## src/rtl/dic_pkg.sv

```systemverilog
package dic_pkg;

  typedef enum logic [1:0] {
    CLS_ALU = 2'd0,
    CLS_LSU = 2'd1,
    CLS_MUL = 2'd2,
    CLS_RSV = 2'd3
  } op_cls_e;

  typedef enum logic [1:0] {
    PIPE_ALU0 = 2'd0,
    PIPE_ALU1 = 2'd1,
    PIPE_LSU  = 2'd2,
    PIPE_MUL  = 2'd3
  } pipe_e;

  // Class that owns a pipe with only one instance
  function automatic logic needs_single_pipe(input logic [1:0] cls);
    return (cls == CLS_LSU) || (cls == CLS_MUL);
  endfunction

  // Both candidates want the same lone pipe
  function automatic logic pair_clash(input logic [1:0] cls0, input logic [1:0] cls1);
    return needs_single_pipe(cls0) && (cls0 == cls1);
  endfunction

  function automatic logic [1:0] older_pipe(input logic [1:0] cls);
    case (cls)
      CLS_LSU: return PIPE_LSU;
      CLS_MUL: return PIPE_MUL;
      default: return PIPE_ALU0;
    endcase
  endfunction

  // ALU slot 1 moves to the second ALU only if slot 0 occupies the first
  function automatic logic [1:0] younger_pipe(input logic [1:0] cls0, input logic [1:0] cls1);
    if (needs_single_pipe(cls1)) return older_pipe(cls1);
    if (needs_single_pipe(cls0)) return PIPE_ALU0;
    return PIPE_ALU1;
  endfunction

endpackage

```

## src/rtl/dic_scoreboard.sv

```systemverilog
module dic_scoreboard
  import dic_pkg::*;
#(
  parameter int NREG    = 16,
  parameter int LAT_ALU = 1,
  parameter int LAT_LSU = 3,
  parameter int LAT_MUL = 4,
  localparam int RW     = $clog2(NREG)
) (
  input  logic            clk,
  input  logic            rst_n,
  input  logic            flush_i,
  input  logic            set0_en_i,
  input  logic [RW-1:0]   set0_reg_i,
  input  logic [1:0]      set0_cls_i,
  input  logic            set1_en_i,
  input  logic [RW-1:0]   set1_reg_i,
  input  logic [1:0]      set1_cls_i,
  output logic [NREG-1:0] pend_o
);

  localparam int LMAX = (LAT_ALU > LAT_LSU)
                        ? ((LAT_ALU > LAT_MUL) ? LAT_ALU : LAT_MUL)
                        : ((LAT_LSU > LAT_MUL) ? LAT_LSU : LAT_MUL);
  localparam int CW   = $clog2(LMAX + 1);

  // Cycles a fresh result stays unusable after its producer issues
  function automatic logic [CW-1:0] hold_cycles(input logic [1:0] cls);
    case (cls)
      CLS_LSU: return CW'(LAT_LSU - 1);
      CLS_MUL: return CW'(LAT_MUL - 1);
      default: return CW'(LAT_ALU - 1);
    endcase
  endfunction

  for (genvar r = 0; r < NREG; r++) begin : g_reg
    if (r == NREG - 1) begin : g_free
      assign pend_o[r] = 1'b0;
    end else begin : g_cnt
      localparam logic [RW-1:0] IDX = RW'(r);
      logic [CW-1:0] cnt_q;
      logic          hit0_w;
      logic          hit1_w;

      assign hit0_w = set0_en_i && (set0_reg_i == IDX);
      assign hit1_w = set1_en_i && (set1_reg_i == IDX);

      always_ff @(posedge clk or negedge rst_n) begin
        if (!rst_n)            cnt_q <= '0;
        else if (flush_i)      cnt_q <= '0;
        else if (hit0_w)       cnt_q <= hold_cycles(set0_cls_i);
        else if (hit1_w)       cnt_q <= hold_cycles(set1_cls_i);
        else if (cnt_q != '0)  cnt_q <= cnt_q - CW'(1);
      end

      assign pend_o[r] = (cnt_q != '0);
    end
  end

endmodule

```

## src/rtl/dic_hazard.sv

```systemverilog
module dic_hazard
  import dic_pkg::*;
#(
  parameter int NREG = 16,
  localparam int RW  = $clog2(NREG)
) (
  input  logic [NREG-1:0] pend_i,
  input  logic            flush_i,
  input  logic            vld0_i,
  input  logic [1:0]      cls0_i,
  input  logic            wr0_i,
  input  logic [RW-1:0]   dst0_i,
  input  logic [RW-1:0]   srca0_i,
  input  logic [RW-1:0]   srcb0_i,
  input  logic            vld1_i,
  input  logic [1:0]      cls1_i,
  input  logic            wr1_i,
  input  logic [RW-1:0]   dst1_i,
  input  logic [RW-1:0]   srca1_i,
  input  logic [RW-1:0]   srcb1_i,
  output logic            iss0_o,
  output logic            iss1_o
);

  localparam logic [RW-1:0] FREE = RW'(NREG - 1);

  function automatic logic reg_busy(input logic [NREG-1:0] pv, input logic [RW-1:0] r);
    return (r != FREE) && pv[r];
  endfunction

  function automatic logic slot_ready(input logic [NREG-1:0] pv, input logic wr,
                                      input logic [RW-1:0] d, input logic [RW-1:0] a,
                                      input logic [RW-1:0] b);
    return !reg_busy(pv, a) && !reg_busy(pv, b) && !(wr && reg_busy(pv, d));
  endfunction

  // Younger touches the older one's fresh destination
  function automatic logic touches(input logic wr_o, input logic [RW-1:0] d_o,
                                   input logic wr_y, input logic [RW-1:0] d_y,
                                   input logic [RW-1:0] a_y, input logic [RW-1:0] b_y);
    return wr_o && (d_o != FREE) && ((a_y == d_o) || (b_y == d_o) || (wr_y && (d_y == d_o)));
  endfunction

  logic rdy0_w, rdy1_w, pair_dep_w, clash_w;

  assign rdy0_w     = slot_ready(pend_i, wr0_i, dst0_i, srca0_i, srcb0_i);
  assign rdy1_w     = slot_ready(pend_i, wr1_i, dst1_i, srca1_i, srcb1_i);
  assign pair_dep_w = touches(wr0_i, dst0_i, wr1_i, dst1_i, srca1_i, srcb1_i);
  assign clash_w    = pair_clash(cls0_i, cls1_i);

  assign iss0_o = vld0_i && rdy0_w && !flush_i;
  assign iss1_o = iss0_o && vld1_i && rdy1_w && !pair_dep_w && !clash_w;

endmodule

```

## src/rtl/dic_steer.sv

```systemverilog
module dic_steer
  import dic_pkg::*;
(
  input  logic [1:0] cls0_i,
  input  logic [1:0] cls1_i,
  input  logic       iss0_i,
  input  logic       iss1_i,
  output logic [1:0] pipe0_o,
  output logic [1:0] pipe1_o
);

  assign pipe0_o = iss0_i ? older_pipe(cls0_i) : PIPE_ALU0;
  assign pipe1_o = iss1_i ? younger_pipe(cls0_i, cls1_i) : PIPE_ALU0;

endmodule

```

## src/rtl/dual_issue_ctl.sv

```systemverilog
module dual_issue_ctl
  import dic_pkg::*;
#(
  parameter int NREG    = 16,
  parameter int LAT_ALU = 1,
  parameter int LAT_LSU = 3,
  parameter int LAT_MUL = 4,
  localparam int RW     = $clog2(NREG)
) (
  input  logic          clk,
  input  logic          rst_n,
  input  logic          flush_i,
  input  logic          s0_vld_i,
  input  logic [1:0]    s0_cls_i,
  input  logic          s0_wr_i,
  input  logic [RW-1:0] s0_dst_i,
  input  logic [RW-1:0] s0_srca_i,
  input  logic [RW-1:0] s0_srcb_i,
  input  logic          s1_vld_i,
  input  logic [1:0]    s1_cls_i,
  input  logic          s1_wr_i,
  input  logic [RW-1:0] s1_dst_i,
  input  logic [RW-1:0] s1_srca_i,
  input  logic [RW-1:0] s1_srcb_i,
  output logic          iss0_o,
  output logic          iss1_o,
  output logic [1:0]    pipe0_o,
  output logic [1:0]    pipe1_o
);

  logic [NREG-1:0] pend_w;
  logic            set0_en_w;
  logic            set1_en_w;

  assign set0_en_w = iss0_o && s0_wr_i;
  assign set1_en_w = iss1_o && s1_wr_i;

  dic_scoreboard #(
    .NREG(NREG), .LAT_ALU(LAT_ALU), .LAT_LSU(LAT_LSU), .LAT_MUL(LAT_MUL)
  ) i_sb (
    .clk        (clk),
    .rst_n      (rst_n),
    .flush_i    (flush_i),
    .set0_en_i  (set0_en_w),
    .set0_reg_i (s0_dst_i),
    .set0_cls_i (s0_cls_i),
    .set1_en_i  (set1_en_w),
    .set1_reg_i (s1_dst_i),
    .set1_cls_i (s1_cls_i),
    .pend_o     (pend_w)
  );

  dic_hazard #(.NREG(NREG)) i_hz (
    .pend_i  (pend_w),
    .flush_i (flush_i),
    .vld0_i  (s0_vld_i),
    .cls0_i  (s0_cls_i),
    .wr0_i   (s0_wr_i),
    .dst0_i  (s0_dst_i),
    .srca0_i (s0_srca_i),
    .srcb0_i (s0_srcb_i),
    .vld1_i  (s1_vld_i),
    .cls1_i  (s1_cls_i),
    .wr1_i   (s1_wr_i),
    .dst1_i  (s1_dst_i),
    .srca1_i (s1_srca_i),
    .srcb1_i (s1_srcb_i),
    .iss0_o  (iss0_o),
    .iss1_o  (iss1_o)
  );

  dic_steer i_st (
    .cls0_i  (s0_cls_i),
    .cls1_i  (s1_cls_i),
    .iss0_i  (iss0_o),
    .iss1_i  (iss1_o),
    .pipe0_o (pipe0_o),
    .pipe1_o (pipe1_o)
  );

endmodule

```

## config.mk

```make
export PLATFORM = sky130hd
export DESIGN_NAME = dual_issue_ctl
export DESIGN_NICKNAME = d
export VERILOG_FILES = /design/src/rtl/dic_pkg.sv /design/src/rtl/dic_scoreboard.sv /design/src/rtl/dic_hazard.sv /design/src/rtl/dic_steer.sv /design/src/rtl/dual_issue_ctl.sv
export SDC_FILE = /design/constraint.sdc
export NUM_CORES = 1
export LEC_CHECK = 0
export BUFFER_PORTS_ARGS = -buffer_cell sky130_fd_sc_hd__buf_2
export CORE_UTILIZATION = 61
export CTS_BUF_LIST = sky130_fd_sc_hd__clkbuf_4 sky130_fd_sc_hd__clkbuf_8 sky130_fd_sc_hd__clkbuf_16
export DETAILED_ROUTE_END_ITERATION = 8
export PLACE_DENSITY = 0.8
export SETUP_SLACK_MARGIN = 0.3
export SYNTH_ARGS = -nofsm -noshare
export SYNTH_HDL_FRONTEND = slang
export SYNTH_SLANG_ARGS = --single-unit
```

## constraint.sdc

```tcl
create_clock -name clk -period 3.9 [get_ports clk]
set_input_delay 0.585 -clock clk [delete_from_list [all_inputs] [get_ports clk]]
set_output_delay 0.585 -clock clk [all_outputs]
set_load 0.02 [all_outputs]
```

==> impl_metrics.tcl, run 1 <==
set metrics [dict create \
    start_util_pct 62.8 \
    synth_fp_nets 585 \
    power_frac_seq_pct 22.9 \
    globalplace.congestion 0.996 \
    dp_slack_ps 336 \
    hold_buffers 0 \
    remaining_drc_errors 0 \
    p_leak_nw 2.10 \
    fp.dieH_um 88.4 \
    synth_compound_area_share_pct 15.7 \
    cp_top_family "simple AND/OR/NAND/NOR gates" \
    finalSetupViolations 0 \
    hp-class "primary input to asynchronous set/reset pin" \
    first_iter_violations 286 \
    nets 613 \
    ys_top_cells_by_area "dfrtp_1, ha_1, mux4_2" \
    antenna_found_initial 0 \
    routed_wl_um 13300 \
    p_int_mw 1.91 \
    n_antenna_cell 0 \
    worst-path-stages 10 \
    die_area_um2 7820 \
    crit_path_end_kind "output port" \
    die_w_um 88.4 \
    path_cells "inv_1, ha_2, nand2b_2, mux4_2, a311o_1, nor3b_4, buf_4, and3_4, nor2b_2, buf_2" \
    grt_pass1_vias 4098 \
    cts_sinks 45 \
    start_kind "flop" \
    drv_cap 0 \
    syn_area_per_cell_um2 8.80 \
    cpMaxStageDelayCell "mux4_2" \
    power_frac_comb_pct 67.9 \
    fin_tns_setup_ps 0 \
    relSlewSlack_pct 25.9 \
    clock_skew_ps 5.15 \
    synth_seq_cells 45 \
    grt_remaining_overflow 0 \
    htreeDepth 2 \
    final-hold-violation-count 0 \
    synthCells 518 \
    synth_top_family_by_area "simple AND/OR/NAND/NOR gates" \
    largestRegisters "i_sb.g.g_cnt.cnt_q (45)" \
    cts-root-buf "clkbuf_8" \
    viasPerCell 6.59 \
    switching_share_pct 45.3 \
    p_switching_mw 1.59 \
    crit_arrival_ps 2950 \
    status "complete, no violations" \
    vdd_drop_max_mv 0.399 \
    fin_ws_ps 364 \
    synth_xor_xnor_area_share_pct 4.23 \
    holdWs_ps 482 \
    p_clk_share_pct 9.2 \
    synth_edf_count 0 \
    io_pins 41 \
    worst-path-buf-inv 3 \
    rsz0062_at_grt "no" \
    synth_top_area_cell "dfrtp_1" \
    finalCritPeriodShare_pct 90.7 \
    clock_latency_ps 310 \
    timing.final.crit_period_ps 3540 \
    ys_types 69 \
    portBuffers 40 \
    drv_slew 0 \
    crit_fanout 9 \
    fillers 599 \
    async_flop_share_pct 100 \
    ant_nets 0 \
    tightest_slew_ps 1110 \
    ys_top_cells_by_count "nor2_1, dfrtp_1, inv_1" \
    yosys.area_share.simple_pct 25.2 \
    synthMostInstantiatedCell "nor2_1" \
    grt_max_degree 46 \
    grt_use_total_pct 35.6 \
    cts_tree "yes" \
    core_area_um2 7250 \
    numCtsBuffers 5 \
    dpl.hpwl_um 10000 \
    synthAdderAreaFrac_pct 8.78 \
    clk_pin_slew_ps 90 \
    firstDrtPassIters 5 \
    wl_per_cell_um 20.6 \
    crit_required_ps 3310 \
    largest_register_ffs 45 \
    layout-drive-gt1-share_pct 21.8 \
    finalPower_mw 3.50 \
    ys_warn_count 0 \
    rr_worst_depth 11 \
    powerDensity_nw_per_um2 698 \
    ys_seq_area_share_pct 24.7 \
    row_count 31 \
    maxClockFrequency_mhz 283 \
    synth_area_um2 4560 \
    slowest_delay_ps 530 \
    crit_type "flop to output port" \
    synth-main-ff-cell "dfrtp_1" \
    synthMuxAreaShare_pct 14.8 \
    largest-register "i_sb.g.g_cnt.cnt_q" \
    area_growth_pct 9.99 \
    synth_top_area_share_pct 24.7 \
    grt_first_pass_wirelength_um 20800 \
    route.vias.total 4256 \
    cts_buffer_depth 2 \
]
-- path summary, 6_finish.rpt --
kind / from / end / slack [ps]
max: i_sb.g_reg[3].g_cnt.cnt_q[0] / pipe1_o[0] / 360
min: rst_n / i_sb.g_reg[10].g_cnt.cnt_q[2] / 480
max reg2reg: i_sb.g_reg[5].g_cnt.cnt_q[0] / i_sb.g_reg[8].g_cnt.cnt_q[0] / 410
min reg2reg: i_sb.g_reg[1].g_cnt.cnt_q[1] / i_sb.g_reg[1].g_cnt.cnt_q[1] / 530
max in group asynchronous: rst_n / i_sb.g_reg[5].g_cnt.cnt_q[1] / 2740
min in group clk: i_sb.g_reg[1].g_cnt.cnt_q[1] / i_sb.g_reg[1].g_cnt.cnt_q[1] / 530
-- cells by family (layout without fill, tap and decap cells) --
logic type,after synthesis,count (layout)
AO/OA/AOI/OAI,95,95
XOR/XNOR,22,22
adder cells (fa/ha/maj),32,32
buffers and inverters,72,101
flip-flops,45,45
multiplexers,50,50
AND/OR/NAND/NOR,202,202
-- layer usage --
metal	vias to the layer above	track usage (%)	routed length (um)
li1	1953	-	-
met3	54	6.62	1070
met5	-	0	0
met2	230	55.3	6040
met4	0	21.7	687
met1	2019	46.1	5480
-- placed cells by master, fill, tap and decap left out, drive strengths merged, types with 6 or more instances in the layout --
master and n:
dfrtp 45, nand3b 8, nor2 61, or2 7, nand2b 23, nand2 11, a31oi 8, xnor2 17
nor3b 10, inv 40, buf 52, nand4 9, a221o 7, nor3 21, nor4 12, o21a 8
a21oi 16, ha 32, mux2i 29, nand3 12, clkbuf 6, mux2 8, nor2b 13, mux4 13
a211oi 17
-- power groups by stage --
stage / Clock (mW) / Sequential, mW / Combinational (mW)
2_1_floorplan: 0 / 0.766 / 1.75
3_3_place_gp: 0 / 0.790 / 2.15
3_5_place_dp: 0 / 0.802 / 2.24
4_1_cts: 0.326 / 0.794 / 2.27
5_1_grt: 0.341 / 0.827 / 2.60
6_report: 0.321 / 0.802 / 2.38
-- worst reg2reg max path: cells and delay by family (launching register included) --
family	cells	cell delay, ps
and+or+nand+nor	4	1210
muxes	2	880
AOI/OAI and AO/OA	3	600
DFF	1	390
adders and majority gates	1	210
buffers and inverters	1	110
-- stage by stage --
stage / instance area, um^2 / instances / util, %
floorplan: 4560 / 518 / -
global placement: 4820 / 636 / 66.4
detailed placement: 4820 / 636 / 66.4
CTS: 4940 / 645 / 68.1
global route: 5010 / 646 / 69.1
finish: 5010 / 646 / 69.1
-- area by class of cell --
type / count / area (um^2) / area share [%]
Clock buffer: 6 / 82.6 / 1.65
Clock inverter: 2 / 13.8 / 0.275
Inverter: 41 / 154 / 3.07
Multi-Input combinational cell: 401 / 3220 / 64.3
Sequential cell: 45 / 1130 / 22.5
Tap cell: 99 / 124 / 2.47
Timing Repair Buffer: 52 / 290 / 5.79
-- repair_timing --
| action | in CTS | in global routing |
|---|---|---|
| gates resized for setup | 5 | 18 |
| setup buffers | 1 | 1 |
| setup endpoints to repair | 3 | 20 |
| pin swaps | 1 | 0 |
Note: power is estimated with default switching activity, not from simulation.
==> run 2, diff against run 1 <==
--- a/config.mk
+++ b/config.mk
@@ -9,8 +9,8 @@
 export CORE_UTILIZATION = 61
 export CTS_BUF_LIST = sky130_fd_sc_hd__clkbuf_4 sky130_fd_sc_hd__clkbuf_8 sky130_fd_sc_hd__clkbuf_16
 export DETAILED_ROUTE_END_ITERATION = 8
+export GPL_TIMING_DRIVEN = 0
 export PLACE_DENSITY = 0.8
-export SETUP_SLACK_MARGIN = 0.3
 export SYNTH_ARGS = -nofsm -noshare
 export SYNTH_HDL_FRONTEND = slang
 export SYNTH_SLANG_ARGS = --single-unit
==> run 2 against run 1 <==
Effect of this change:
- sequential cell count did not move
- register-to-register slack got worse by 130 ps
- total power rose by 1.1%
- cell area rose by 0.77%
- clock skew rose by 0.94 ps
- via count rose by 2.4%
- critical path type unchanged
- critical endpoint unchanged
==> impl_metrics.tcl, run 2 (synthesis results as in run 1) <==
set metrics [dict create \
    status "complete, no violations" \
    first_iter_violations 473 \
    fin_tns_setup_ps 0 \
    drv_cap 0 \
    numCtsBuffers 5 \
    cts-root-buf "clkbuf_8" \
    remaining_drc_errors 0 \
    design_area_um2 5050 \
    path_cells "inv_1, ha_1, nand2b_1, buf_6, mux4_2, a32oi_1, o211ai_2, nor3_2, buf_6, buf_4, and3_4, nor2b_1, buf_2" \
    slowest_delay_ps 490 \
    rrSetupSlack_ps 280 \
    dpl.hpwl_um 10600 \
    crit_required_ps 3310 \
    die_area_um2 7820 \
    firstDrtPassIters 5 \
    timing.final.crit_period_ps 3720 \
    crit_type "flop to output port" \
    antenna_found_initial 0 \
    routed_wl_um 14300 \
    rsz0062_at_grt "no" \
    fp.dieH_um 88.4 \
    grt_first_pass_wirelength_um 22000 \
    grt_remaining_overflow 0 \
    portBuffers 34 \
    drv_slew 0 \
    hp-class "primary input to asynchronous set/reset pin" \
    vdd_drop_max_mv 0.479 \
    clock_latency_ps 310 \
    use_met1_pct 48.5 \
    fillers 625 \
    grt_pass1_vias 4189 \
    grt_max_degree 46 \
    start_util_pct 62.8 \
    placed_area_um2 4850 \
    gr-max-usage-layer "met2" \
    layout_common_cells "nor2_1, dfrtp_1, inv_1, buf_2, ha_1" \
    start_kind "flop" \
    finalCritPeriodShare_pct 95.4 \
    crit_arrival_ps 3140 \
    reg2reg_from "i_sb.g_reg[6].g_cnt.cnt_q[0]" \
    clock_skew_ps 6.09 \
    die_w_um 88.4 \
    cpMostUsedCell "buf_6" \
    grt_use_total_pct 38.1 \
    p_leak_nw 2.11 \
    holdWs_ps 459 \
    wl_per_cell_um 21.6 \
    final-hold-violation-count 0 \
    crit_fanout 10 \
    met3_usage_pct 8.02 \
    nets 627 \
    ant_nets 0 \
    cpMaxStageDelayCell "mux4_2" \
    crit_path_end_kind "output port" \
    route.vias.total 4357 \
    cts_sinks 45 \
    n_antenna_cell 0 \
    use_met2_pct 62.1 \
    cts_buffer_depth 2 \
    htreeDepth 2 \
    powerDensity_nw_per_um2 700 \
    largest_register_ffs 45 \
    rr_worst_depth 13 \
    clk_pin_slew_ps 100 \
    finalPower_mw 3.54 \
    maxClockFrequency_mhz 269 \
    tightest_slew_ps 1070 \
    largest-register "i_sb.g.g_cnt.cnt_q" \
    viasPerCell 6.60 \
    core_area_um2 7250 \
    globalplace.congestion 0.949 \
    cts_tree "yes" \
    area_growth_pct 10.8 \
    largestRegisters "i_sb.g.g_cnt.cnt_q (45)" \
    relSlewSlack_pct 28.9 \
    layout-drive-gt1-share_pct 19.8 \
    row_count 31 \
    mostFrequentLayoutCell "nor2_1" \
    io_pins 41 \
    finalSetupViolations 0 \
    r2r_end "i_sb.g_reg[9].g_cnt.cnt_q[0]" \
]
==> run 2: changes by cell type in the layout (fill, tap and decap cells not counted), moves of 3 or more <==
cell,previous run,this run
nand2b_4,4,1
buf_6,0,4
clkbuf_1,0,15
buf_4,12,4
buf_1,0,3
==> run 2: power by group <==
group | switching, mW | leakage [nW] | internal, mW
registers | 0.135 | 0.587 | 0.663
logic | 1.29 | 1.47 | 1.11
clock network | 0.181 | 0.0549 | 0.164
==> run 2: timing repair <==
| item | 4_1_cts | 5_1_grt |
|---|---|---|
| endpoints found under the setup margin | 3 | 3 |
| buffers inserted | 1 | 2 |
| hold buffers | 0 | 0 |
| gates resized for setup | 5 | 17 |
| pin swaps | 0 | 1 |
==> run 2: worst max path at each step <==
stage	endpoint	from	cells past startpoint
final	pipe1_o[0]	i_sb.g_reg[6].g_cnt.cnt_q[0]	13
after floorplan	pipe1_o[0]	s0_srca_i[2]	9
after global routing	pipe1_o[0]	i_sb.g_reg[3].g_cnt.cnt_q[0]	13
after global placement	pipe1_o[0]	i_sb.g_reg[13].g_cnt.cnt_q[0]	12
after detailed placement	pipe1_o[0]	i_sb.g_reg[13].g_cnt.cnt_q[0]	12
after CTS	pipe1_o[0]	i_sb.g_reg[5].g_cnt.cnt_q[0]	12
==> run 2: layout make-up <==
cell class / instances / area [um^2] / area share [%]
multi-input cells: 401 / 3200 / 63.3
plain buffers: 29 / 150 / 2.97
repair buffers: 37 / 193 / 3.81
clock buffers: 7 / 96.3 / 1.91
flip-flops and latches: 45 / 1130 / 22.3
clock inverters: 1 / 8.76 / 0.173
well taps: 99 / 124 / 2.45
inverters: 41 / 154 / 3.05
==> run 2: routing by layer <==
metal / wire, um / vias to the layer above
met1: 5680 / 2058
met3: 1450 / 56
met4: 615 / 0
met5: 0 / -
li1: - / 1974
met2: 6510 / 269
==> run 2: critical path, delay by kind of cell, from the launching register on <==
family | cells | cell delay [ps]
DFF | 1 | 420
and+or+nand+nor | 4 | 590
buffers and inverters | 5 | 730
adders and majority gates | 1 | 180
muxes | 1 | 490
AOI/OAI and AO/OA | 2 | 420
==> run 2: stage by stage <==
step	setup WS [ps]	instances	utilization [%]
2_1_floorplan	182	518	-
5_1_grt	30.8	660	69.7
3_3_place_gp	75.1	651	66.9
6_report	178	660	69.7
4_1_cts	41.4	660	68.7
3_5_place_dp	66.4	651	66.9
